### src/rtl/t1lc_pkg.sv
package t1lc_pkg;
  typedef enum logic [1:0] {
    LC_PASS = 2'd0,
    LC_UP   = 2'd1,
    LC_DN   = 2'd2
  } lc_mode_e;

  localparam int unsigned LC_NUM_CODES = 2;
endpackage

### src/rtl/t1lc_mode_dec.sv
module t1lc_mode_dec
  import t1lc_pkg::*;
(
  input  logic     code_up,
  input  logic     code_dn,
  output lc_mode_e mode,
  output logic     illegal
);
  always_comb begin
    illegal = code_up & code_dn;
    unique case ({code_up, code_dn})
      2'b10:   mode = LC_UP;
      2'b01:   mode = LC_DN;
      default: mode = LC_PASS;
    endcase
  end
endmodule

### src/rtl/t1lc_phase_seq.sv
module t1lc_phase_seq
  import t1lc_pkg::*;
#(
  parameter int unsigned UP_LEN = 5,
  parameter int unsigned DN_LEN = 3,
  localparam int unsigned MAX_LEN = (UP_LEN > DN_LEN) ? UP_LEN : DN_LEN,
  localparam int unsigned PHW = (MAX_LEN > 1) ? $clog2(MAX_LEN) : 1
) (
  input  logic     clk,
  input  logic     rst_n,
  input  lc_mode_e mode,
  input  logic     step,
  output logic     code_bit
);
  localparam int unsigned CODE_LEN [LC_NUM_CODES] = '{UP_LEN, DN_LEN};

  lc_mode_e       mode_q;
  logic [PHW-1:0] phase_q;
  logic [PHW-1:0] cur_phase;
  logic           restart;
  logic [LC_NUM_CODES-1:0] at_last;
  logic [LC_NUM_CODES-1:0] sel;

  assign restart   = (mode != mode_q);
  assign cur_phase = restart ? '0 : phase_q;
  assign sel       = {mode == LC_DN, mode == LC_UP};

  // Each code is (LEN-1) zeros followed by a single one.
  for (genvar k = 0; k < LC_NUM_CODES; k++) begin : g_code
    assign at_last[k] = (cur_phase == PHW'(CODE_LEN[k] - 1));
  end

  assign code_bit = |(at_last & sel);

  always_ff @(posedge clk or negedge rst_n) begin
    if (!rst_n) begin
      mode_q  <= LC_PASS;
      phase_q <= '0;
    end else begin
      mode_q <= mode;
      if (step && (mode != LC_PASS)) begin
        phase_q <= (|(at_last & sel)) ? '0 : cur_phase + PHW'(1);
      end else if (restart) begin
        phase_q <= '0;
      end
    end
  end
endmodule

### src/rtl/t1lc_out_stage.sv
module t1lc_out_stage (
  input  logic clk,
  input  logic rst_n,
  input  logic in_valid,
  output logic in_ready,
  input  logic in_bit,
  input  logic in_fbit,
  input  logic use_code,
  input  logic code_bit,
  output logic accept,
  output logic out_valid,
  input  logic out_ready,
  output logic out_bit,
  output logic out_fbit
);
  assign in_ready = !out_valid || out_ready;
  assign accept   = in_valid && in_ready;

  always_ff @(posedge clk or negedge rst_n) begin
    if (!rst_n) begin
      out_valid <= 1'b0;
      out_bit   <= 1'b0;
      out_fbit  <= 1'b0;
    end else if (in_ready) begin
      out_valid <= in_valid;
      if (in_valid) begin
        out_fbit <= in_fbit;
        out_bit  <= (use_code && !in_fbit) ? code_bit : in_bit;
      end
    end
  end
endmodule

### src/rtl/t1_loopcode_gen.sv
module t1_loopcode_gen
  import t1lc_pkg::*;
#(
  parameter int unsigned UP_LEN = 5,
  parameter int unsigned DN_LEN = 3
) (
  input  logic clk,
  input  logic rst_n,
  input  logic in_valid,
  output logic in_ready,
  input  logic in_bit,
  input  logic in_fbit,
  input  logic code_up,
  input  logic code_dn,
  output logic out_valid,
  input  logic out_ready,
  output logic out_bit,
  output logic out_fbit,
  output logic ctl_err
);
  lc_mode_e mode;
  logic     illegal;
  logic     code_bit;
  logic     accept;

  t1lc_mode_dec u_dec (
    .code_up (code_up),
    .code_dn (code_dn),
    .mode    (mode),
    .illegal (illegal)
  );

  t1lc_phase_seq #(
    .UP_LEN (UP_LEN),
    .DN_LEN (DN_LEN)
  ) u_seq (
    .clk      (clk),
    .rst_n    (rst_n),
    .mode     (mode),
    .step     (accept && !in_fbit),
    .code_bit (code_bit)
  );

  t1lc_out_stage u_out (
    .clk       (clk),
    .rst_n     (rst_n),
    .in_valid  (in_valid),
    .in_ready  (in_ready),
    .in_bit    (in_bit),
    .in_fbit   (in_fbit),
    .use_code  (mode != LC_PASS),
    .code_bit  (code_bit),
    .accept    (accept),
    .out_valid (out_valid),
    .out_ready (out_ready),
    .out_bit   (out_bit),
    .out_fbit  (out_fbit)
  );

  always_ff @(posedge clk or negedge rst_n) begin
    if (!rst_n) ctl_err <= 1'b0;
    else        ctl_err <= illegal;
  end
endmodule

### config.mk
export PLATFORM = sky130hd
export DESIGN_NAME = t1_loopcode_gen
export DESIGN_NICKNAME = d
export VERILOG_FILES = /design/src/rtl/t1lc_pkg.sv /design/src/rtl/t1lc_mode_dec.sv /design/src/rtl/t1lc_phase_seq.sv /design/src/rtl/t1lc_out_stage.sv /design/src/rtl/t1_loopcode_gen.sv
export SDC_FILE = /design/constraint.sdc
export NUM_CORES = 1
export LEC_CHECK = 0
export ABC_AREA = 1
export ABC_CLOCK_PERIOD_IN_PS = 1700
export CAP_MARGIN = 10
export CORE_MARGIN = 4
export CORE_UTILIZATION = 45
export CTS_CLUSTER_SIZE = 25
export DETAILED_ROUTE_END_ITERATION = 7
export HOLD_SLACK_MARGIN = 0.08
export MAX_ROUTING_LAYER = met4
export PLACE_DENSITY_LB_ADDON = 0.12
export SLEW_MARGIN = 20
export SYNTH_ARGS = -nofsm -noshare
export SYNTH_HDL_FRONTEND = slang
export SYNTH_SLANG_ARGS = --single-unit
### constraint.sdc
create_clock -name clk -period 1.7 [get_ports clk]
set_input_delay 0.34 -clock clk [delete_from_list [all_inputs] [get_ports clk]]
set_output_delay 0.34 -clock clk [all_outputs]
set_load 0.01 [all_outputs]
==> After elaboration in Yosys (flattened, before gate mapping) <==
Index checks and enable logic that the tools add are counted.
{ "word_totals": {"reg_bits": 9, "inputBits": 8, "output_inout_bits": 5, "elab_cells": 31} }
{ "op_classes": {"eq_ne": 7, "n_reduce_logical": 10, "add_sub_neg": 1, "n_mux": 5, "bitwise": 2} }
{ "ops": {"columns": ["cell", "n"], "rows": [
  ["two-way mux 3 bit", 3],
  ["== test 2 x 1 -> 1 bit (second input constant)", 2],
  ["== test 2 bit (second input constant)", 2],
  ["logical AND 1 bit", 4],
  ["one-hot mux 2 bit (2 select lines)", 1],
  ["adder 3 x 1 -> 3 bit (second input constant)", 1],
  ["== test 3 x 2 -> 1 bit (second input constant)", 1],
  ["== test 3 bit (second input constant)", 1],
  ["bitwise AND 2 bit", 1],
  ["zero test 1 bit", 2],
  ["!= test 2 bit", 1],
  ["AND reduction 2 bit", 1],
  ["nonzero test 2 bit", 1],
  ["OR reduction 2 bit", 1],
  ["bitwise AND 1 bit", 1],
  ["logical OR 1 bit", 1],
  ["two-way mux 1 bit", 1]
]} }

==> Longest topological paths before layout <==
{ "depth": {"ltp_word": 9, "ltp_mapped": 16, "mapped_depth_nobuf": 16} }

==> Cells and area by module <==
From an unflattened synthesis, not the netlist that was laid out.
{ "hier_totals": {"cells_unflattened": 89, "area_unflattened_um2": 634.4} }
{ "modules_own_cells": {"columns": ["module", "seq_area_each_um2", "n_inst", "cells_each", "area_each_um2"], "rows": [
  ["t1lc_phase_seq", 125.1, 1, 59, 416.6],
  ["t1lc_out_stage", 75.1, 1, 18, 148.9],
  ["t1_loopcode_gen", 25.0, 1, 6, 46.3],
  ["t1lc_mode_dec", 0.0, 1, 6, 22.5]
]} }

==> Least setup slack after synthesis <==
Ideal clock, no wire load.
{ "synth_path": {"path_kind": "input to register", "startpoint": "input port code_up", "endpoint": "register u_out.out_bit", "stages": 16, "path_buffers": 0, "required_time_ns": 1.579, "setup_time_ns": 0.121, "t_arrival_ns": 1.612, "setup_slack_ns": -0.033, "path_cell_list": "inv_1 -> ha_1 -> inv_1 -> nand2_1 -> nand2_2 -> nor2_4 -> inv_2 -> nor2_8 -> inv_2 -> ha_1 -> nand2_1 -> inv_1 -> nand4_1 -> nand2_2 -> nand2_1 -> nand2_1"} }
{ "synth_between": {"elab_chain_len": 8, "word_cells_on_any_way": 14, "cone_classes": "eq/ne (7); mux (3); bitwise (1); reduce/logical (3)"} }
{ "synth_lines": {"columns": ["element", "line_no", "rtl"], "rows": [
  ["start: declaration", "t1_loopcode_gen.sv:13", "input logic code_up,"],
  ["== test 2 x 1 -> 1 bit / == test 2 bit (equally long branches)", "t1lc_mode_dec.sv:11", "unique case ({code_up, code_dn})"],
  ["one-hot mux 2 bit (2 select lines) (*)", "t1lc_mode_dec.sv:11", null],
  ["via mode[1]", "t1_loopcode_gen.sv:21", "lc_mode_e mode;"],
  ["!= test 2 bit", "t1lc_phase_seq.sv:24", "assign restart = (mode != mode_q);"],
  ["two-way mux 3 bit", "t1lc_phase_seq.sv:25", "assign cur_phase = restart ? '0 : phase_q;"],
  ["== test 3 bit / == test 3 x 2 -> 1 bit (equally long branches)", "t1lc_phase_seq.sv:30", "assign at_last[k] = (cur_phase == PHW'(CODE_LEN[k] - 1));"],
  ["bitwise AND 2 bit", "t1lc_phase_seq.sv:33", "assign code_bit = |(at_last & sel);"],
  ["OR reduction 2 bit", "t1lc_phase_seq.sv:33", null],
  ["two-way mux 1 bit (*)", "t1lc_out_stage.sv:28", "out_bit <= (use_code && !in_fbit) ? code_bit : in_bit;"],
  ["end signal: assignment", "t1lc_out_stage.sv:28", null],
  ["end: declaration", "t1lc_out_stage.sv:13", "output logic out_bit,"]
]} }
The timed path passes the listed nets; every way through them passes the cells marked *.
A chain may end at the register's enable or synchronous reset.

==> Worst setup path in the final report <==
{ "layout_path": {"startpoint": "register u_seq.mode_q[1]", "endpoint": "register u_seq.phase_q[0]"} }
{ "layout_between": {"elab_chain_len": 7, "word_cells_on_any_way": 9, "cone_classes": "add/sub (1); eq/ne (3); mux (3); bitwise (1); reduce/logical (1)"} }
{ "layout_lines": {"columns": ["element", "line_no", "rtl"], "rows": [
  ["start: declaration", "t1lc_phase_seq.sv:17", "lc_mode_e mode_q;"],
  ["start signal: assignment", "t1lc_phase_seq.sv:40", "mode_q <= mode;"],
  ["!= test 2 bit (*)", "t1lc_phase_seq.sv:24", null],
  ["two-way mux 3 bit (*)", "t1lc_phase_seq.sv:25", null],
  ["== test 3 bit / == test 3 x 2 -> 1 bit (equally long branches)", "t1lc_phase_seq.sv:30", null],
  ["bitwise AND 2 bit", "t1lc_phase_seq.sv:42", "phase_q <= (|(at_last & sel)) ? '0 : cur_phase + PHW'(1);"],
  ["OR reduction 2 bit", "t1lc_phase_seq.sv:42", null],
  ["two-way mux 3 bit", "t1lc_phase_seq.sv:42", null],
  ["two-way mux 3 bit (*)", "t1lc_phase_seq.sv:41", "if (step && (mode != LC_PASS)) begin"],
  ["end signal: assignment", "t1lc_phase_seq.sv:42", null],
  ["end: declaration", "t1lc_phase_seq.sv:18", "logic [PHW-1:0] phase_q;"]
]} }
Every way passes the cells marked *; elsewhere a longest branch is shown, timed or not.

==> impl_metrics.tcl <==
set metrics [dict create \
    status "finished, final reports clean" \
    worst-path-buf-inv 4 \
    critical-path-top-delay-family "simple AND/OR/NAND/NOR gates" \
    crit_fanout 4 \
    pin_count 13 \
    max_freq_ghz 0.632 \
    clock_skew_ns 0.00475 \
    clk_pin_slew_ns 0.07 \
    clk_latency_ns 0.26 \
    final_hold_viol_count 0 \
    path_common_cell "nand2_2" \
    netlist_instances 74 \
    ff2ff_path_depth 13 \
    critPathSlowestCell "dfrtp_1" \
    post_cts_hold_buffer_count 0 \
    p_per_area_nw_per_um2 605 \
    syn-num-nets 90 \
    postPlaceCellArea_sq_um 872 \
    period_share_pct 93.1 \
    worst_slew_pin_slew_ns 0.442 \
    maxCapViolations 0 \
    dr.pass1.iters 2 \
    place_ws_ns -0.689 \
    period_needed_ns 1.58 \
    netlist_area_sq_um 628 \
    wl_per_cell_microns 10.9 \
    gp_congestion 0.736 \
    holdPathStages 2 \
    cts_max_path_buffers 2 \
    coreArea_sq_um 1300 \
    finalWirelength_mm 1.31 \
    numCtsBuffers 3 \
    row_count 13 \
    cpPeakStageDelay_ns 0.41 \
    netlist_top_cells_area "dfrtp_1 (36%), ha_1 (16%), nand2_1 (13%)" \
    grt_antenna_before_repair 0 \
    leakage_nw 0.509 \
    vias 547 \
    finish.utilization_pct 73.1 \
    yosys_warnings 0 \
    cts_tree "yes" \
    dp_hpwl_mm 1.03 \
    track_usage_pct 15.8 \
    drive_gt1_share_pct 45.3 \
    required_ns 1.88 \
    maxSlewHeadroom_pct 70.4 \
    numPortBuffers 12 \
    syn2layout_area_growth_pct 51.4 \
    slew_viol_final 0 \
    layout_setup_ws_ns 0.117 \
    antenna_cells 0 \
    crit_type "reg2reg" \
    die_y_microns 45.4 \
    arrival_ns 1.77 \
    synth_top_area_cell "dfrtp_1" \
    drc 0 \
    path_depth 13 \
    cp-start-kind "flop" \
    yosysUniqueCellTypes 19 \
    dieArea_sq_um 2060 \
    grt_pass1_vias 561 \
    vdd_ir_drop_max_v 0.000439 \
    routed_via_density 4.52 \
    nets 123 \
    ys_seq_area_share_pct 35.9 \
    htreeDepth 1 \
    ant_nets 0 \
    grt_max_degree 10 \
    clockRootBuffer "clkbuf_4" \
    r2r_setup_slack_ns 0.12 \
    postLayoutCellArea_sq_um 951 \
    grt-ovfl-total 0 \
    start_util_pct 48.3 \
    setup_viol 0 \
    drtIter0Drc 6 \
    endpoint_kind "flop" \
    grt_pass1_wl_mm 2.19 \
    syn_area_per_cell_sq_um 8.49 \
    chipWidth_microns 45.4 \
    netlist.area_leader.share_pct 35.9 \
    worstPathCellList "inv_2, nand2_2, nand2_2, nor2_4, inv_2, nor2_8, buf_4, ha_1, nand2_1, inv_1, nand2_1, nand2_2, o21ai_2" \
    synth-seq-cells 9 \
    min_path_type "in2reg" \
    cts_sinks 9 \
]
## path summary, 6_finish.rpt
kind,startpoint,to
max,u_seq.mode_q[1],u_seq.phase_q[0]
min,code_dn,u_seq.mode_q[1]
max reg2reg,u_seq.mode_q[1],u_seq.phase_q[0]
min reg2reg,u_out.out_fbit,u_out.out_fbit
max in group asynchronous,rst_n,ctl_err
min in group asynchronous,rst_n,u_seq.phase_q[1]
## cells in the mapped netlist
master    number
a21oi_2        1
dfrtp_1        9
ha_1           8
inv_1         11
inv_2          5
mux2_1         1
nand2_1       21
nand2_2        5
nand2_4        1
nand3_1        2
nand3_2        1
nand4_1        1
nor2_1         1
nor2_2         1
nor2_4         1
nor2_8         1
o211ai_1       1
o21ai_2        2
xnor2_1        1
## where the power goes
group	internal [mW]	total, mW	switching (mW)
Combinational	0.0884	0.164	0.0761
Clock	0.0905	0.168	0.0773
Sequential	0.231	0.243	0.0119
## registers in the layout, indices dropped and copies added (netlist names)
register and cells:
u_seq.mode_q 2, u_out.out_fbit 1, u_out.out_valid 1, ctl_err 1
u_seq.phase_q 3, u_out.out_bit 1
## kinds of logic (layout without fill, tap and decap cells)
logic type      count (synthesis)  in the layout  share of synthesized area (%)
mux                             1              1                           1.79
simple gates                   35             35                           30.1
flops                           9              9                           35.9
xor+xnor                        1              1                           1.39
fa+ha+maj                       8              8                           15.9
compound gates                  4              4                           5.38
buf+inv                        16             48                           9.56
## per-layer routing
| metal | vias up | part of all wire, % | GRT usage [%] | wire (microns) |
|---|---|---|---|---|
| met5 | - | 0 | - | 0 |
| met4 | 0 | 0.84 | 5.26 | 11 |
| met3 | 2 | 3.9 | 5.98 | 51 |
| met2 | 10 | 57 | 28.2 | 746 |
| met1 | 248 | 38 | 15.4 | 503 |
| li1 | 287 | - | - | - |
## worst reg2reg max path: stages, from the launching register on
cell and delay (ns):
dfrtp_1 0.41, inv_2 0.08, nand2_2 0.05, nand2_2 0.07
nor2_4 0.05, inv_2 0.08, nor2_8 0.04, buf_4 0.13
ha_1 0.20, nand2_1 0.07, inv_1 0.03, nand2_1 0.06
nand2_2 0.10, o21ai_2 0.15
## cell type report
cell class / count / area, sq um
flip-flops and latches: 9 / 225
fillers: 102 / 350
repair buffers: 28 / 238
inverters: 16 / 62.6
multi-input cells: 49 / 380
well taps: 15 / 18.8
clock buffers: 4 / 26.3
## through the flow
| stage | total power [mW] | std cells | setup TNS [ns] | hold slack, ns |
|---|---|---|---|---|
| global route | 0.612 | 121 | -0.0239 | 0.376 |
| global placement | 0.397 | 113 | -2.44 | 0.482 |
| floorplan | 0.316 | 74 | 0 | 0.0444 |
| detailed placement | 0.401 | 113 | -2.71 | 0.484 |
| finish | 0.575 | 121 | 0 | 0.384 |
| CTS | 0.573 | 117 | 0 | 0.396 |
## what timing repair did
action / 4_1_cts / 5_1_grt
buffers inserted: 0 / 4
setup endpoints to repair: 5 / 4
pin swaps: 2 / 7
gates resized for setup: 10 / 10
## placed cells by master, fill, tap and decap left out, types with 3 or more instances in the layout
cell type / n
nand2_1: 19
clkdlybuf4s50_1: 9
dfrtp_1: 9
clkbuf_4: 3
ha_1: 5
buf_4: 17
nand2_2: 6
inv_2: 8
inv_1: 7
Note: power is estimated with default switching activity, not from simulation.
